File: src/rtl/txep_pkg.sv
package txep_pkg;
   localparam int unsigned TXEP_DEF_MAX = 64;

   typedef enum logic [1:0] {
      ST_EMPTY = 2'd0,
      ST_FILL  = 2'd1,
      ST_SENT  = 2'd2
   } txep_state_e;
endpackage

File: src/rtl/txep_ctrl.sv
module txep_ctrl
   import txep_pkg::*;
#(
   parameter int unsigned MAX_PKT = TXEP_DEF_MAX,
   localparam int unsigned CW = $clog2(MAX_PKT + 1),
   localparam int unsigned AW = $clog2(MAX_PKT)
) (
   input  logic          clk,
   input  logic          rst_n,
   input  logic          dma_en,
   input  logic          dma_ack,
   input  logic          sw_pkt_end,
   input  logic          tx_done,
   output logic          dma_req,
   output logic          wr_en,
   output logic [AW-1:0] wr_addr,
   output logic          sent,
   output logic [CW-1:0] tx_len,
   output logic          buf_full,
   output logic          buf_empty,
   output logic          wr_overflow
);
   txep_state_e state_q, state_d;
   logic [CW-1:0] cnt_q, cnt_d;
   logic ovf_q;
   logic accept, drop;

   // Writes go in only while no packet is committed.
   assign accept = dma_ack && (state_q != ST_SENT);
   assign drop   = dma_ack && (state_q == ST_SENT);
   assign cnt_d  = accept ? cnt_q + CW'(1) : cnt_q;

   always_comb begin
      state_d = state_q;
      case (state_q)
         ST_EMPTY, ST_FILL: begin
            if (cnt_d == CW'(MAX_PKT))
               state_d = ST_SENT;
            else if (sw_pkt_end && cnt_d != '0)
               state_d = ST_SENT;
            else if (cnt_d != '0)
               state_d = ST_FILL;
         end
         ST_SENT: if (tx_done) state_d = ST_EMPTY;
         default: state_d = ST_EMPTY;
      endcase
   end

   always_ff @(posedge clk) begin
      if (!rst_n) begin
         state_q <= ST_EMPTY;
         cnt_q   <= '0;
         ovf_q   <= 1'b0;
      end else begin
         state_q <= state_d;
         cnt_q   <= (state_q == ST_SENT && tx_done) ? '0 : cnt_d;
         if (drop) ovf_q <= 1'b1;
      end
   end

   assign wr_en       = accept;
   assign wr_addr     = cnt_q[AW-1:0];
   assign sent        = (state_q == ST_SENT);
   assign tx_len      = sent ? cnt_q : '0;
   assign buf_full    = (cnt_q == CW'(MAX_PKT));
   assign buf_empty   = (cnt_q == '0);
   assign dma_req     = dma_en && (state_q == ST_EMPTY);
   assign wr_overflow = ovf_q;

   // the last free slot commits the packet
   p_auto_commit_r4: assert property (@(posedge clk) disable iff (!rst_n)
      (dma_ack && !sent && cnt_q == CW'(MAX_PKT - 1)) |=> (sent && buf_full));
   // end command on an empty buffer is ignored
   p_end_ignored_r6: assert property (@(posedge clk) disable iff (!rst_n)
      (sw_pkt_end && buf_empty && !dma_ack && !sent) |=> !sent);
   // length holds while committed
   p_len_stable_r7: assert property (@(posedge clk) disable iff (!rst_n)
      (sent && !tx_done) |=> (sent && $stable(tx_len)));
   // overflow flag is sticky
   p_ovf_sticky_r9: assert property (@(posedge clk) disable iff (!rst_n)
      wr_overflow |=> wr_overflow);
   // count never passes the packet size
   p_no_overflow_r9: assert property (@(posedge clk) disable iff (!rst_n)
      cnt_q <= CW'(MAX_PKT));
endmodule

File: src/rtl/txep_store.sv
module txep_store #(
   parameter int unsigned MAX_PKT = 64,
   parameter int unsigned DW      = 8,
   parameter bit          OUT_REG = 1'b0,
   localparam int unsigned AW = $clog2(MAX_PKT)
) (
   input  logic          clk,
   input  logic          rst_n,
   input  logic          wr_en,
   input  logic [AW-1:0] wr_addr,
   input  logic [DW-1:0] wr_data,
   input  logic          sent,
   input  logic          tx_rd,
   input  logic          tx_done,
   output logic [DW-1:0] tx_data
);
   logic [DW-1:0] mem [MAX_PKT];
   logic [AW-1:0] rptr_q;

   always_ff @(posedge clk) begin
      if (wr_en) mem[wr_addr] <= wr_data;
   end

   always_ff @(posedge clk) begin
      if (!rst_n)                rptr_q <= '0;
      else if (sent && tx_done)  rptr_q <= '0;
      else if (sent && tx_rd)    rptr_q <= rptr_q + AW'(1);
   end

   generate
      if (OUT_REG) begin : g_out_reg
         logic [DW-1:0] dq;
         always_ff @(posedge clk) dq <= mem[rptr_q];
         assign tx_data = dq;
      end else begin : g_out_comb
         assign tx_data = mem[rptr_q];
      end
   endgenerate

   // the read pointer moves only while a packet is committed
   p_rptr_hold_r3: assert property (@(posedge clk) disable iff (!rst_n)
      (!sent) |=> (rptr_q == '0 || $stable(rptr_q)));
endmodule

File: src/rtl/txep_dma_fill.sv
module txep_dma_fill
   import txep_pkg::*;
#(
   parameter int unsigned MAX_PKT = TXEP_DEF_MAX,
   parameter bit          OUT_REG = 1'b0,
   localparam int unsigned DW = 8,
   localparam int unsigned CW = $clog2(MAX_PKT + 1),
   localparam int unsigned AW = $clog2(MAX_PKT)
) (
   input  logic          clk,
   input  logic          rst_n,
   input  logic          dma_en,
   output logic          dma_req,
   input  logic          dma_ack,
   input  logic [DW-1:0] dma_data,
   input  logic          sw_pkt_end,
   input  logic          tx_rd,
   output logic [DW-1:0] tx_data,
   output logic [CW-1:0] tx_len,
   output logic          tx_ready,
   input  logic          tx_done,
   output logic          buf_full,
   output logic          buf_empty,
   output logic          wr_overflow
);
   initial begin
      assert (MAX_PKT >= 2 && MAX_PKT <= 1024)
         else $error("MAX_PKT out of range");
      assert ((1 << AW) == MAX_PKT)
         else $error("MAX_PKT must be a power of two");
   end

   logic          wr_en;
   logic [AW-1:0] wr_addr;
   logic          sent;

   txep_ctrl #(.MAX_PKT(MAX_PKT)) u_ctrl (
      .clk(clk), .rst_n(rst_n), .dma_en(dma_en), .dma_ack(dma_ack),
      .sw_pkt_end(sw_pkt_end), .tx_done(tx_done), .dma_req(dma_req),
      .wr_en(wr_en), .wr_addr(wr_addr), .sent(sent), .tx_len(tx_len),
      .buf_full(buf_full), .buf_empty(buf_empty), .wr_overflow(wr_overflow)
   );

   txep_store #(.MAX_PKT(MAX_PKT), .DW(DW), .OUT_REG(OUT_REG)) u_store (
      .clk(clk), .rst_n(rst_n), .wr_en(wr_en), .wr_addr(wr_addr),
      .wr_data(dma_data), .sent(sent), .tx_rd(tx_rd), .tx_done(tx_done),
      .tx_data(tx_data)
   );

   assign tx_ready = sent;

   // a request only goes out for an empty, uncommitted buffer
   p_req_empty_r2: assert property (@(posedge clk) disable iff (!rst_n)
      dma_req |-> (buf_empty && !tx_ready));
   // done on a committed packet empties the buffer
   p_done_clears_r8: assert property (@(posedge clk) disable iff (!rst_n)
      (tx_ready && tx_done) |=> (buf_empty && !tx_ready));
endmodule

File: config.mk
export PLATFORM = sky130hd
export DESIGN_NAME = txep_dma_fill
export DESIGN_NICKNAME = d
export VERILOG_FILES = /design/src/rtl/txep_pkg.sv /design/src/rtl/txep_ctrl.sv /design/src/rtl/txep_store.sv /design/src/rtl/txep_dma_fill.sv
export SDC_FILE = /design/constraint.sdc
export NUM_CORES = 1
export LEC_CHECK = 0
export CAP_MARGIN = 20
export CORE_UTILIZATION = 25
export DETAILED_ROUTE_END_ITERATION = 7
export HOLD_SLACK_MARGIN = 0.1
export PLACE_DENSITY = 0.42
export SYNTH_ARGS = -nofsm -noshare
export SYNTH_HDL_FRONTEND = slang
export SYNTH_SLANG_ARGS = --single-unit
File: constraint.sdc
create_clock -name clk -period 3.7 [get_ports clk]
set_input_delay 0.925 -clock clk [delete_from_list [all_inputs] [get_ports clk]]
set_output_delay 0.925 -clock clk [all_outputs]
set_load 0.1 [all_outputs]
---- Word level (Yosys, flattened, before mapping) ----
Memory sizes are Yosys's and may differ from the RTL's. A register that Yosys moved wholly into a read port is not among the register bits.
Index checks and enable logic that the tools add are counted.
word-level totals
  flip-flop bits (word level) ............. 16
  logic and storage cells ................. 38
  output and inout bits ................... 20
  memories kept ........................... 1
  bits in writable memories ............... 512
  bits of input ports ..................... 15
cells by class
  muxes and demuxes ....................... 11
  add/subtract/negate cells ............... 2
  reduce and logical (&&, ||, !) cells .... 12
  bitwise operators ....................... 1
  equal/unequal tests ..................... 7
memory list
  name         words  bits a word  read ports  clocked after Yosys merged registers in  write ports  line              RTL
  u_store.mem  64     8            1           1                                        1            txep_store.sv:17  logic [DW-1:0] mem [MAX_PKT];
operators by type and width
  kind                                                 number
  equality test 7 bit, second input constant           2
  two-way mux 7 bit                                    2
  two-way mux 6 bit                                    2
  two-way mux 2 bit                                    4
  adder 7 x 1 -> 7 bit, second input constant          1
  zero test 7 bit                                      1
  nonzero test 7 bit                                   1
  adder 6 x 1 -> 6 bit, second input constant          1
  logical AND 1 bit                                    6
  != test 2 bit, second input constant                 2
  != test 4 x 1 -> 1 bit, second input constant        1
  case mux 2 bit (2 select lines)                      1
  OR reduction 2 bit                                   2
  equality test 2 x 1 -> 1 bit, second input constant  1
  equality test 2 bit, second input constant           1
  zero test 2 bit                                      1
  two-way mux 1 bit                                    2
  AND reduction 2 bit                                  1
  inverter 1 bit                                       1

---- Longest topological paths before layout ----
Gate-level depths: netlist of run 1.
  depth in word-level cells ............... 8
  gate-level depth with buffers ........... 9
  depth with buffers taken out ............ 7

---- By module ----
Synthesis of run 1 repeated with hierarchy kept, for this count alone.
second synthesis, totals
  cells, all modules ...................... 1049
  area total of the unflattened synthesis .. 21146.5 um2
modules (own cells, without submodules)
  module      times used  cells each  area an instance (um2)  seq. area each (um2)
  txep_store  1           963         20423.3                 15615.0
  txep_ctrl   1           86          723.2                   200.2

---- Least setup slack after synthesis of run 1 ----
OpenSTA, ideal clock, no wires.
  kind .................................... register to output
  start ................................... register u_ctrl.cnt_q[3]
  end ..................................... output port buf_empty
  arrival time ............................ 3861 ps
  setup slack ............................. -1086 ps
  path buffers ............................ 2
  required time ........................... 2775 ps
  cell stages (with the launch flop) ...... 5
  cell sequence ........................... dfxtp_1 clkbuf_1 or3_1 clkbuf_1 nor4_1
between the ends
  longest elaborated chain between the ends .. 1
ends and longest elaborated chain
  what                    line                 RTL
  start, declared         txep_ctrl.sv:24      logic [CW-1:0] cnt_q, cnt_d;
  start signal, assigned  txep_ctrl.sv:56      cnt_q <= (state_q == ST_SENT && tx_done) ? '0 : cnt_d;
  zero test 7 bit         txep_ctrl.sv:66      assign buf_empty = (cnt_q == '0);
  end, declared           txep_dma_fill.sv:23  output logic buf_empty,
No other way between the ends.

==> results of run 1 <==
-- area by class of cell --
class	instances	area, um^2
fillers	7960	56100
flip-flops and latches	534	15800
multi-input cells	462	5110
repair buffers	216	2170
clock buffers	72	1550
well taps	1070	1340
clock inverters	40	407
inverters	8	30.0
-- cells by family after synthesis --
logic type,count (synthesis)
fa+ha+maj,3
buf+inv,66
xor+xnor,11
compound gates,89
flops,534
simple gates,216
mux,143
-- synth_stat cells, types with 5 or more instances --
| library cell | n | area (um^2) |
|---|---|---|
| buf_4 | 5 | 37.5 |
| nand2b_1 | 10 | 62.6 |
| nor2_1 | 100 | 375 |
| nor3_1 | 7 | 35.0 |
| inv_1 | 7 | 26.3 |
| xnor2_1 | 5 | 43.8 |
| mux4_2 | 113 | 2540 |
| buf_2 | 19 | 95.1 |
| dfxtp_1 | 22 | 440 |
| a21oi_1 | 5 | 25.0 |
| mux2_2 | 7 | 78.8 |
| nand3_1 | 24 | 120 |
| a22oi_1 | 15 | 113 |
| o22ai_1 | 20 | 125 |
| mux2i_1 | 17 | 170 |
| buf_6 | 5 | 56.3 |
| mux4_1 | 6 | 158 |
| clkbuf_1 | 23 | 86.3 |
| a31oi_1 | 7 | 43.8 |
| and2_1 | 9 | 56.3 |
| edfxtp_1 | 512 | 15400 |
| nor2b_1 | 12 | 75.1 |
| xor2_1 | 6 | 52.6 |
| o21ai_0 | 7 | 35.0 |
| nand2_1 | 29 | 109 |
| o221ai_1 | 10 | 87.6 |
-- per-layer routing --
| layer | routed length (um) | global-route usage, % | vias to the layer above |
|---|---|---|---|
| met3 | 2890 | 2.47 | 69 |
| met1 | 27300 | 19.6 | 5879 |
| met2 | 27200 | 21.6 | 293 |
| met4 | 1060 | 3.22 | 0 |
| met5 | 0 | 0 | - |
| li1 | - | - | 4799 |
-- worst paths after layout --
path	startpoint	slack (ps)	depth (start not counted)	end
min reg2reg	u_ctrl.wr_overflow$_SDFFE_PN0P_	510	2	u_ctrl.wr_overflow$_SDFFE_PN0P_
max	register	-150	9	tx_data[7]
min	u_ctrl.wr_overflow$_SDFFE_PN0P_	510	2	u_ctrl.wr_overflow$_SDFFE_PN0P_
max reg2reg	u_ctrl.state_q[0]$_SDFFE_PN0P_	1260	5	u_store.mem[7][1]$_DFFE_PP_
-- state kept, by name, summed over array words and instances (netlist names), named ones only --
signal / count
u_ctrl.cnt_q: 7
u_ctrl.state_q: 2
u_ctrl.wr_overflow: 1
u_store.mem: 512
u_store.rptr_q: 6
-- cells in the final DEF, fill, tap and decap left out, drive strengths merged, types with 3 or more instances in the layout --
| cell | synthesis | final |
|---|---|---|
| a2111oi | 5 | 5 |
| a211oi | 3 | 3 |
| a21oi | 5 | 5 |
| a22o | 4 | 4 |
| a22oi | 15 | 15 |
| a311oi | 3 | 3 |
| a31oi | 7 | 7 |
| and2 | 9 | 9 |
| buf | 35 | 207 |
| bufinv | 0 | 8 |
| clkbuf | 23 | 73 |
| clkdlybuf4s50 | 0 | 7 |
| clkinv | 0 | 27 |
| clkinvlp | 0 | 4 |
| dfxtp | 22 | 22 |
| edfxtp | 512 | 512 |
| ha | 3 | 3 |
| inv | 8 | 9 |
| mux2 | 7 | 7 |
| mux2i | 17 | 17 |
| mux4 | 119 | 119 |
| nand2 | 29 | 29 |
| nand2b | 10 | 10 |
| nand3 | 24 | 24 |
| nand3b | 3 | 3 |
| nand4 | 3 | 3 |
| nand4b | 4 | 4 |
| nor2 | 100 | 100 |
| nor2b | 12 | 12 |
| nor3 | 7 | 7 |
| o21ai | 7 | 7 |
| o221ai | 10 | 10 |
| o22ai | 20 | 20 |
| o31ai | 4 | 4 |
| or2 | 4 | 4 |
| xnor2 | 5 | 5 |
| xor2 | 6 | 6 |
-- power by group through the flow --
| stage | logic [W] | clock network, W | registers, W |
|---|---|---|---|
| after floorplan | 0.000958 | 0 | 0.00684 |
| after global placement | 0.00155 | 0 | 0.00685 |
| after detailed placement | 0.00155 | 0 | 0.00685 |
| after CTS | 0.00183 | 0.00607 | 0.00671 |
| after global routing | 0.00195 | 0.00628 | 0.00671 |
| final | 0.00185 | 0.00592 | 0.00671 |
-- stage by stage --
step                      hold slack (ps)  total power (W)  instance area (um^2)
after floorplan                       468          0.00780                 20900
after global placement                479          0.00839                 23500
after detailed placement              490          0.00840                 23500
after CTS                             508           0.0146                 26200
after global routing                  538           0.0149                 26400
final                                 505           0.0145                 26400
-- worst min-delay path, cell delays in order, from the launching register on --
cell     delay [ps]
dfxtp_1         340
a21oi_1          40
nor2b_1          90
-- timing repair --
item                       in CTS  in global routing
resized for setup              82                 25
setup endpoints to repair       8                  8
pin swaps                      34                 16
cloned                          5                  1
setup buffers                  21                 16
==> out/metrics.csv, run 1 <==
stage,metric,value,unit
global_route,via count of the first global-routing pass,11600,
logic_synthesis,Post-synth top flop,edfxtp_1,
finish,Nets,1299,
worst_setup_path,CP top delay family,multiplexers,
worst_setup_path,crit-path max FO,6,
global_route,Total Routing Usage GR,13.7,%
placed_design,Port Buffers,34,
routing,post-DR vias/cell,4.60,
routing,via count,11000,
finish,P&R area growth vs syn,26.3,%
timing,fin. max-slew vios,0,
clocking,CTS Hold Buffers Added,0,
floorplan,die height,291,um
placed_design,placed cells,2251,
power_and_ir_drop,internal power,0.0110,W
clocking,clk slew on worst S/H paths,60,ps
logic_synthesis,#FFs+latches synth,534,
timing,Final setup viols,8,
logic_synthesis,Synth Area in Simple Gates,4.87,%
logic_synthesis,"FFs w/ async S/R, synth",0,%
floorplan,cell row count,105,
finish,Final Non-Filler Cells,2402,
finish,diode count,0,
worst_setup_path,Worst Path Required,2770,ps
floorplan,Die Wd,291,um
worst_setup_path,largest stage delay on the critical path,480,ps
timing,post-route clock period utilization,104,%
worst_setup_path,"slowest stage cell, crit path",mux4_2,
logic_synthesis,syn_nets,1080,
routing,WL/cell,24.3,um
floorplan,Core Area,0.0825,mm^2
routing,ANT nets after route,0,
worst_setup_path,Worst Setup End Kind,output port,
timing,RSZ-0062 raised after global routing,true,
power_and_ir_drop,PwrDens,548,mW/mm^2
floorplan,Initial Utilization,25.4,%
logic_synthesis,XOR/XNOR Fraction of Synth Area,0.460,%
worst_setup_path,Startpoint Class,register,
run,MaxCap Viol Count,0,
logic_synthesis,adder-cell area share of the yosys netlist,0.179,%
global_route,initial antenna violation count,0,
worst_setup_path,crit-path most repeated cell,buf_12,
timing,worst setup margin,-152,ps
logic_synthesis,cell area after synthesis,0.0209,mm^2
worst_setup_path,Worst EP arrival,2930,ps
timing,Worst slew margin,35.7,%
timing,Fin Setup TNS,-705,ps
timing,clk_skew,21.7,ps
power_and_ir_drop,Flop pwr share,46.3,%
power_and_ir_drop,combinational power share,12.8,%
worst_setup_path,WP buf/inv,4,
power_and_ir_drop,switch share,23.9,%
finish,"Core Util, Final",32.0,%
finish,share of layout cells above drive strength 1,36.3,%
timing,Worst-Margin Slew,962,ps
power_and_ir_drop,Psw,0.00346,W
clocking,clk sink count,534,
worst_hold_path,HP Class,reg -> reg,
routing,DR pass1 iterations,5,
clocking,Clock Path Buffers,3,
logic_synthesis,synth unique cells,54,
timing,Final Hold Fails,0,
floorplan,I/O pin total,35,
floorplan,Die ar.,0.0849,mm^2
global_route,largest net degree at the start of global routing,65,
routing,DRT iter0 DRCs,995,
global_route,Overflow after GRT,0,
routing,Routed WL,58400,um
clocking,H-tree depth,2,
power_and_ir_drop,Clk network pwr share,40.9,%
clocking,Clock Latency Late Sink,630,ps
routing,DRC,0,
logic_synthesis,combinational family with the most area after synthesis,multiplexers,
logic_synthesis,Synth Warn #,0,
logic_synthesis,Post-synth EDFFs,512,
logic_synthesis,multiplexer share of the synthesized area,14.1,%
clocking,Num CTS Buffers,59,
clocking,CTS tree,done,
clocking,clock root buffer,clkbuf_16,
timing,FMAX,260,MHz
power_and_ir_drop,P_leak,8.29,nW
worst_setup_path,crit path cell chain,buf_12 -> buf_16 -> buf_12 -> mux4_2 -> mux2_2 -> o21ai_1 -> a31oi_1 -> a22o_4 -> buf_12,
outcome,failing checks,negative setup slack,
power_and_ir_drop,Max VDD drop,0.000364,V
placed_design,gpl congestion,0.765,
worst_setup_path,Crit Path Class,reg -> out,
placed_design,Detailed Place HPWL,37100,um
placed_design,Setup WS pre-CTS,218,ps
timing,Final min period,3850,ps
outcome,status,"finished, violations left",
logic_synthesis,post-synthesis compound-gate area fraction,3.14,%
logic_synthesis,synthesized area per cell,19.7,um^2
global_route,first-pass GRT wire length,84200,um
logic_synthesis,Mapped Cells,1062,
logic_synthesis,sequential-to-total area share from yosys stat,75.5,%
Note: power is estimated with default switching activity, not from simulation.
==> run 2, diff against run 1 <==
--- a/config.mk
+++ b/config.mk
@@ -9,7 +9,7 @@
 export CORE_UTILIZATION = 25
 export DETAILED_ROUTE_END_ITERATION = 7
 export HOLD_SLACK_MARGIN = 0.1
-export PLACE_DENSITY = 0.42
+export PLACE_DENSITY = 0.43
 export SYNTH_ARGS = -nofsm -noshare
 export SYNTH_HDL_FRONTEND = slang
 export SYNTH_SLANG_ARGS = --single-unit
==> constraint.sdc (replaced) <==
create_clock -name clk -period 3.4 [get_ports clk]
set_input_delay 0.85 -clock clk [delete_from_list [all_inputs] [get_ports clk]]
set_output_delay 0.85 -clock clk [all_outputs]
set_load 0.1 [all_outputs]
==> run 2 against run 1 <==
  * The run still ends with negative setup slack left
  * Setup slack lost 180 ps
  * Sequential power grew 8.8%
  * Critical path depth grew 2
  * Combinational power grew 8%
  * Highest routed layer is now met5
==> out/metrics.csv, run 2 (same netlist as run 1, synthesis figures left out) <==
stage,metric,value,unit
worst_setup_path,Worst Path Required,2550,ps
clocking,clock root buffer,clkbuf_16,
power_and_ir_drop,P_leak,8.21,nW
timing,Final setup viols,8,
routing,post-DR vias/cell,4.62,
clocking,clk slew on worst S/H paths,60,ps
clocking,Clock Path Buffers,3,
finish,diode count,0,
timing,Worst-Margin Slew,838,ps
timing,RSZ-0062 raised after global routing,true,
finish,"most common cell after layout, fill and taps aside",edfxtp_1,
floorplan,Initial Utilization,25.4,%
routing,WL/cell,24.2,um
worst_setup_path,crit-path most repeated cell,buf_12,
placed_design,Detailed Place HPWL,36300,um
finish,P&R area growth vs syn,25.7,%
worst_setup_path,Worst R2R Start,u_ctrl.state_q[0]$_SDFFE_PN0P_,
global_route,Total Routing Usage GR,13.6,%
routing,DRT iter0 DRCs,660,
timing,Final Hold Fails,0,
timing,Fin Setup TNS,-2270,ps
worst_hold_path,worst hold start,u_store.rptr_q[1]$_SDFFE_PP0P_,
timing,worst setup margin,-330,ps
worst_setup_path,crit-path max FO,7,
worst_hold_path,HP Class,reg -> reg,
finish,Top reg by flops,u_store.mem,
floorplan,cell row count,105,
finish,share of layout cells above drive strength 1,36.2,%
clocking,H-tree depth,2,
outcome,status,"finished, violations left",
placed_design,Port Buffers,34,
placed_design,placed cells,2241,
clocking,CTS Hold Buffers Added,0,
worst_setup_path,"slowest stage cell, crit path",mux4_2,
run,MaxCap Viol Count,0,
clocking,clk sink count,534,
finish,FILL cells,7978,
routing,Routed WL,57400,um
power_and_ir_drop,total chip power,0.0156,W
floorplan,Core Area,0.0825,mm^2
placed_design,gpl congestion,0.760,
worst_setup_path,largest stage delay on the critical path,380,ps
worst_setup_path,Worst EP arrival,2880,ps
timing,Final min period,3730,ps
finish,Regs by FF count,"u_store.mem: 512 flops, u_ctrl.cnt_q: 7 flops, u_store.rptr_q: 6 flops",
floorplan,Die ar.,0.0849,mm^2
worst_setup_path,Startpoint Class,register,
timing,post-route clock period utilization,110,%
timing,worst hold slack,503,ps
clocking,CTS tree,done,
timing,FMAX,268,MHz
floorplan,I/O pin total,35,
global_route,first-pass GRT wire length,83400,um
timing,Worst slew margin,44.1,%
routing,ANT nets after route,0,
routing,DRC,0,
timing,fin. max-slew vios,0,
finish,most frequent cells in the layout,"edfxtp_1 (512), buf_4 (135), mux4_2 (117), nor2_1 (98), clkbuf_16 (62)",
finish,max reg flops,512,
floorplan,die height,291,um
floorplan,Die Wd,291,um
finish,Final Non-Filler Cells,2377,
finish,"Core Util, Final",31.9,%
power_and_ir_drop,Max VDD drop,0.000410,V
global_route,largest net degree at the start of global routing,65,
worst_setup_path,Crit Path Class,reg -> out,
worst_setup_path,crit path cell chain,buf_12 -> buf_16 -> buf_12 -> buf_6 -> mux4_2 -> o22ai_2 -> o31ai_2 -> buf_4 -> nand4b_1 -> nand2_2 -> buf_12,
routing,DR pass1 iterations,5,
routing,via count,11000,
global_route,Overflow after GRT,0,
timing,clk_skew,51.6,ps
global_route,initial antenna violation count,2,
worst_setup_path,Worst Setup End Kind,output port,
clocking,Clock Latency Late Sink,650,ps
global_route,via count of the first global-routing pass,11500,
power_and_ir_drop,PwrDens,592,mW/mm^2
outcome,failing checks,negative setup slack,
clocking,Num CTS Buffers,60,
finish,Nets,1280,
## run 2: final cells by class
type                            instances  area (um^2)  share of cell area (%)
Sequential cell                       534        15800                    60.2
Multi-Input combinational cell        462         5160                    19.6
Timing Repair Buffer                  196         2040                    7.77
Clock buffer                           73         1570                    5.97
Tap cell                             1070         1340                    5.09
Clock inverter                         34          338                    1.28
Inverter                                8         30.0                   0.114
## run 2: what timing repair did
item / in CTS / in global routing
cloned: 7 / 1
endpoints found under the setup margin: 8 / 8
endpoints found under the hold margin: 0 / 0
buffers inserted: 21 / 4
gates resized for setup: 67 / 39
pin swaps: 17 / 27
## run 2: worst max-delay path, delay by kind of cell, from the launching register on
family | cells | cell delay [ps]
buffers and inverters | 6 | 920
flip-flops | 1 | 360
multiplexers | 1 | 380
AO/OA/AOI/OAI | 2 | 390
AND/OR/NAND/NOR | 2 | 210
## run 2: per-stage QoR
| step | area (um^2) | setup slack [ps] |
|---|---|---|
| 4_1_cts | 26100 | -390 |
| 3_3_place_gp | 23500 | 50.7 |
| 6_report | 26300 | -330 |
| 3_5_place_dp | 23500 | 85.6 |
| 2_1_floorplan | 21000 | -143 |
| 5_1_grt | 26300 | -398 |
## run 2: worst paths after layout
kind                            endpoint  slack [ps]  depth (start not counted)
min                             register         500                          2
max                           tx_data[2]        -330                         11
max reg2reg  u_store.mem[2][1]$_DFFE_PP_        1020                          7
min reg2reg                     register         500                          2
## run 2: metal layers
metal | routed length, um | track usage, % | share of wire, %
met5 | 23 | 0 | 0.040
met4 | 1230 | 3.93 | 2.1
met3 | 2560 | 2.33 | 4.5
met2 | 26700 | 21.4 | 46
met1 | 27000 | 19.2 | 47
## run 2: report_power, final
| part | internal, W | switching [W] |
|---|---|---|
| Sequential | 0.00727 | 0.0000322 |
| Clock | 0.00366 | 0.00263 |
| Combinational | 0.000878 | 0.00112 |
| Total | 0.0118 | 0.00378 |
==> run 3, diff against run 2 <==
--- a/config.mk
+++ b/config.mk
@@ -9,7 +9,7 @@
 export CORE_UTILIZATION = 25
 export DETAILED_ROUTE_END_ITERATION = 7
 export HOLD_SLACK_MARGIN = 0.1
-export PLACE_DENSITY = 0.43
+export PLACE_DENSITY = 0.47
 export SYNTH_ARGS = -nofsm -noshare
 export SYNTH_HDL_FRONTEND = slang
 export SYNTH_SLANG_ARGS = --single-unit
==> run 3 against run 2 <==
  * Critical endpoint is now tx_data[4]
  * First-iteration DRC count increased by 18%
  * Combinational power about the same
  * Hold slack improved by 3.6 ps
  * Flip-flop and latch count unchanged
  * Clock skew decreased by 5.3 ps
  * The run still ends with negative setup slack left
==> out/metrics.csv, run 3 (same netlist as run 1, synthesis figures left out) <==
stage,metric,value,unit
outcome,status,"finished, violations left",
outcome,failing checks,negative setup slack,
clocking,Clock Latency Late Sink,640,ps
worst_setup_path,Crit Path Class,reg -> out,
power_and_ir_drop,Max VDD drop,0.000335,V
placed_design,"Cell Area, Placed",0.0236,mm^2
routing,DR pass1 iterations,5,
clocking,CTS Hold Buffers Added,0,
routing,DRC,0,
finish,max reg flops,512,
finish,P&R area growth vs syn,26.3,%
timing,RSZ-0062 raised after global routing,true,
run,MaxCap Viol Count,0,
global_route,largest net degree at the start of global routing,65,
clocking,Clock Path Buffers,3,
timing,post-route clock period utilization,110,%
routing,DRT iter0 DRCs,782,
floorplan,cell row count,105,
worst_setup_path,Worst Path Required,2550,ps
worst_setup_path,Worst Setup End Kind,output port,
finish,FF+latch area,0.0158,mm^2
clocking,H-tree depth,2,
clocking,clk sink count,534,
timing,worst setup margin,-330,ps
placed_design,Setup WS pre-CTS,-7.60,ps
timing,clk_skew,46.3,ps
finish,most frequent cells in the layout,"edfxtp_1 (512), buf_4 (157), mux4_2 (118), nor2_1 (98), clkbuf_16 (60)",
global_route,met3 Usage GRT,2.16,%
finish,Finished Cell Area,0.0264,mm^2
global_route,met2 Use GR,20.7,%
floorplan,I/O pin total,35,
timing,fin. max-slew vios,0,
global_route,via count of the first global-routing pass,11300,
timing,worst hold slack,507,ps
worst_setup_path,Worst EP arrival,2880,ps
global_route,Total Routing Usage GR,12.9,%
global_route,Overflow after GRT,0,
worst_setup_path,crit-path max FO,7,
clocking,Num CTS Buffers,57,
power_and_ir_drop,P_leak,8.29,nW
clocking,clock root buffer,clkbuf_16,
placed_design,Detailed Place HPWL,34700,um
timing,Final setup viols,8,
floorplan,Die Wd,291,um
worst_hold_path,HP Class,reg -> reg,
finish,Nets,1295,
finish,Top reg by flops,u_store.mem,
global_route,first-pass GRT wire length,79700,um
finish,Regs by FF count,"u_store.mem: 512 flops, u_ctrl.cnt_q: 7 flops, u_store.rptr_q: 6 flops",
placed_design,gpl congestion,0.765,
clocking,clk slew on worst S/H paths,60,ps
finish,FILL cells,7963,
routing,post-DR vias/cell,4.58,
timing,Worst-Margin Slew,955,ps
global_route,GRT met1 Usage,18.0,%
routing,ANT nets after route,0,
placed_design,Port Buffers,34,
floorplan,Initial Utilization,25.4,%
power_and_ir_drop,total chip power,0.0158,W
global_route,initial antenna violation count,0,
finish,share of layout cells above drive strength 1,38.0,%
timing,Final min period,3730,ps
floorplan,Core Area,0.0825,mm^2
routing,WL/cell,23.2,um
timing,FMAX,268,MHz
worst_setup_path,Startpoint Class,register,
finish,area of the multi-input gates,0.00515,mm^2
floorplan,Die ar.,0.0849,mm^2
floorplan,die height,291,um
power_and_ir_drop,PwrDens,596,mW/mm^2
timing,Final Hold Fails,0,
global_route,GRT Max-Usage Layer,met2,
routing,via count,11000,
finish,"most common cell after layout, fill and taps aside",edfxtp_1,
routing,Routed WL,55600,um
timing,Worst slew margin,36.2,%
clocking,CTS tree,done,
==> run 3: worst paths after layout <==
kind	start	end	slack (ps)	depth (start not counted)
max	register	tx_data[4]	-330	9
min	u_store.rptr_q[1]$_SDFFE_PP0P_	register	510	2
min reg2reg	u_store.rptr_q[1]$_SDFFE_PP0P_	register	510	2
max reg2reg	u_ctrl.state_q[0]$_SDFFE_PN0P_	u_ctrl.state_q[1]$_SDFFE_PN0P_	1040	6
==> run 3: power breakdown <==
part | internal (W) | switching [W] | total (W)
logic | 0.000885 | 0.00110 | 0.00199
registers | 0.00727 | 0.0000360 | 0.00730
clock network | 0.00383 | 0.00266 | 0.00648
==> run 3: layout make-up <==
cell class	count	area share [%]
Antenna cell	1	0.00946
Clock buffer	66	5.60
Clock inverter	41	1.86
Inverter	8	0.128
Multi-Input combinational cell	462	19.5
Sequential cell	534	59.8
Tap cell	1070	5.06
Timing Repair Buffer	214	8.00
==> run 3: per-layer routing <==
metal	part of all wire, %	vias up
met5	0	-
met4	2.0	0
met3	4.6	61
met2	47	248
met1	46	5884
li1	-	4791
==> run 3: per-stage QoR <==
step | setup TNS, ps | util, % | std cells
global route | -3060 | 32.1 | 2395
floorplan | -296 | - | 1062
finish | -2270 | 32.1 | 2396
CTS | -2920 | 31.7 | 2383
global placement | -97.0 | 28.6 | 2258
detailed placement | -7.60 | 28.6 | 2258
==> run 3: repair_timing <==
item	4_1_cts	5_1_grt
setup endpoints to repair	8	8
buffers inserted	15	12
resized for setup	75	46
pin swaps	24	26
cloned	4	2
==> run 3: critical path, stage by stage, from the launching register on <==
cell and delay [ps]:
dfxtp_4 380, buf_12 160, buf_16 150, buf_6 100, mux4_2 480, and2_4 180
a2111oi_4 210, nor3_2 80, a22o_1 330, buf_12 200
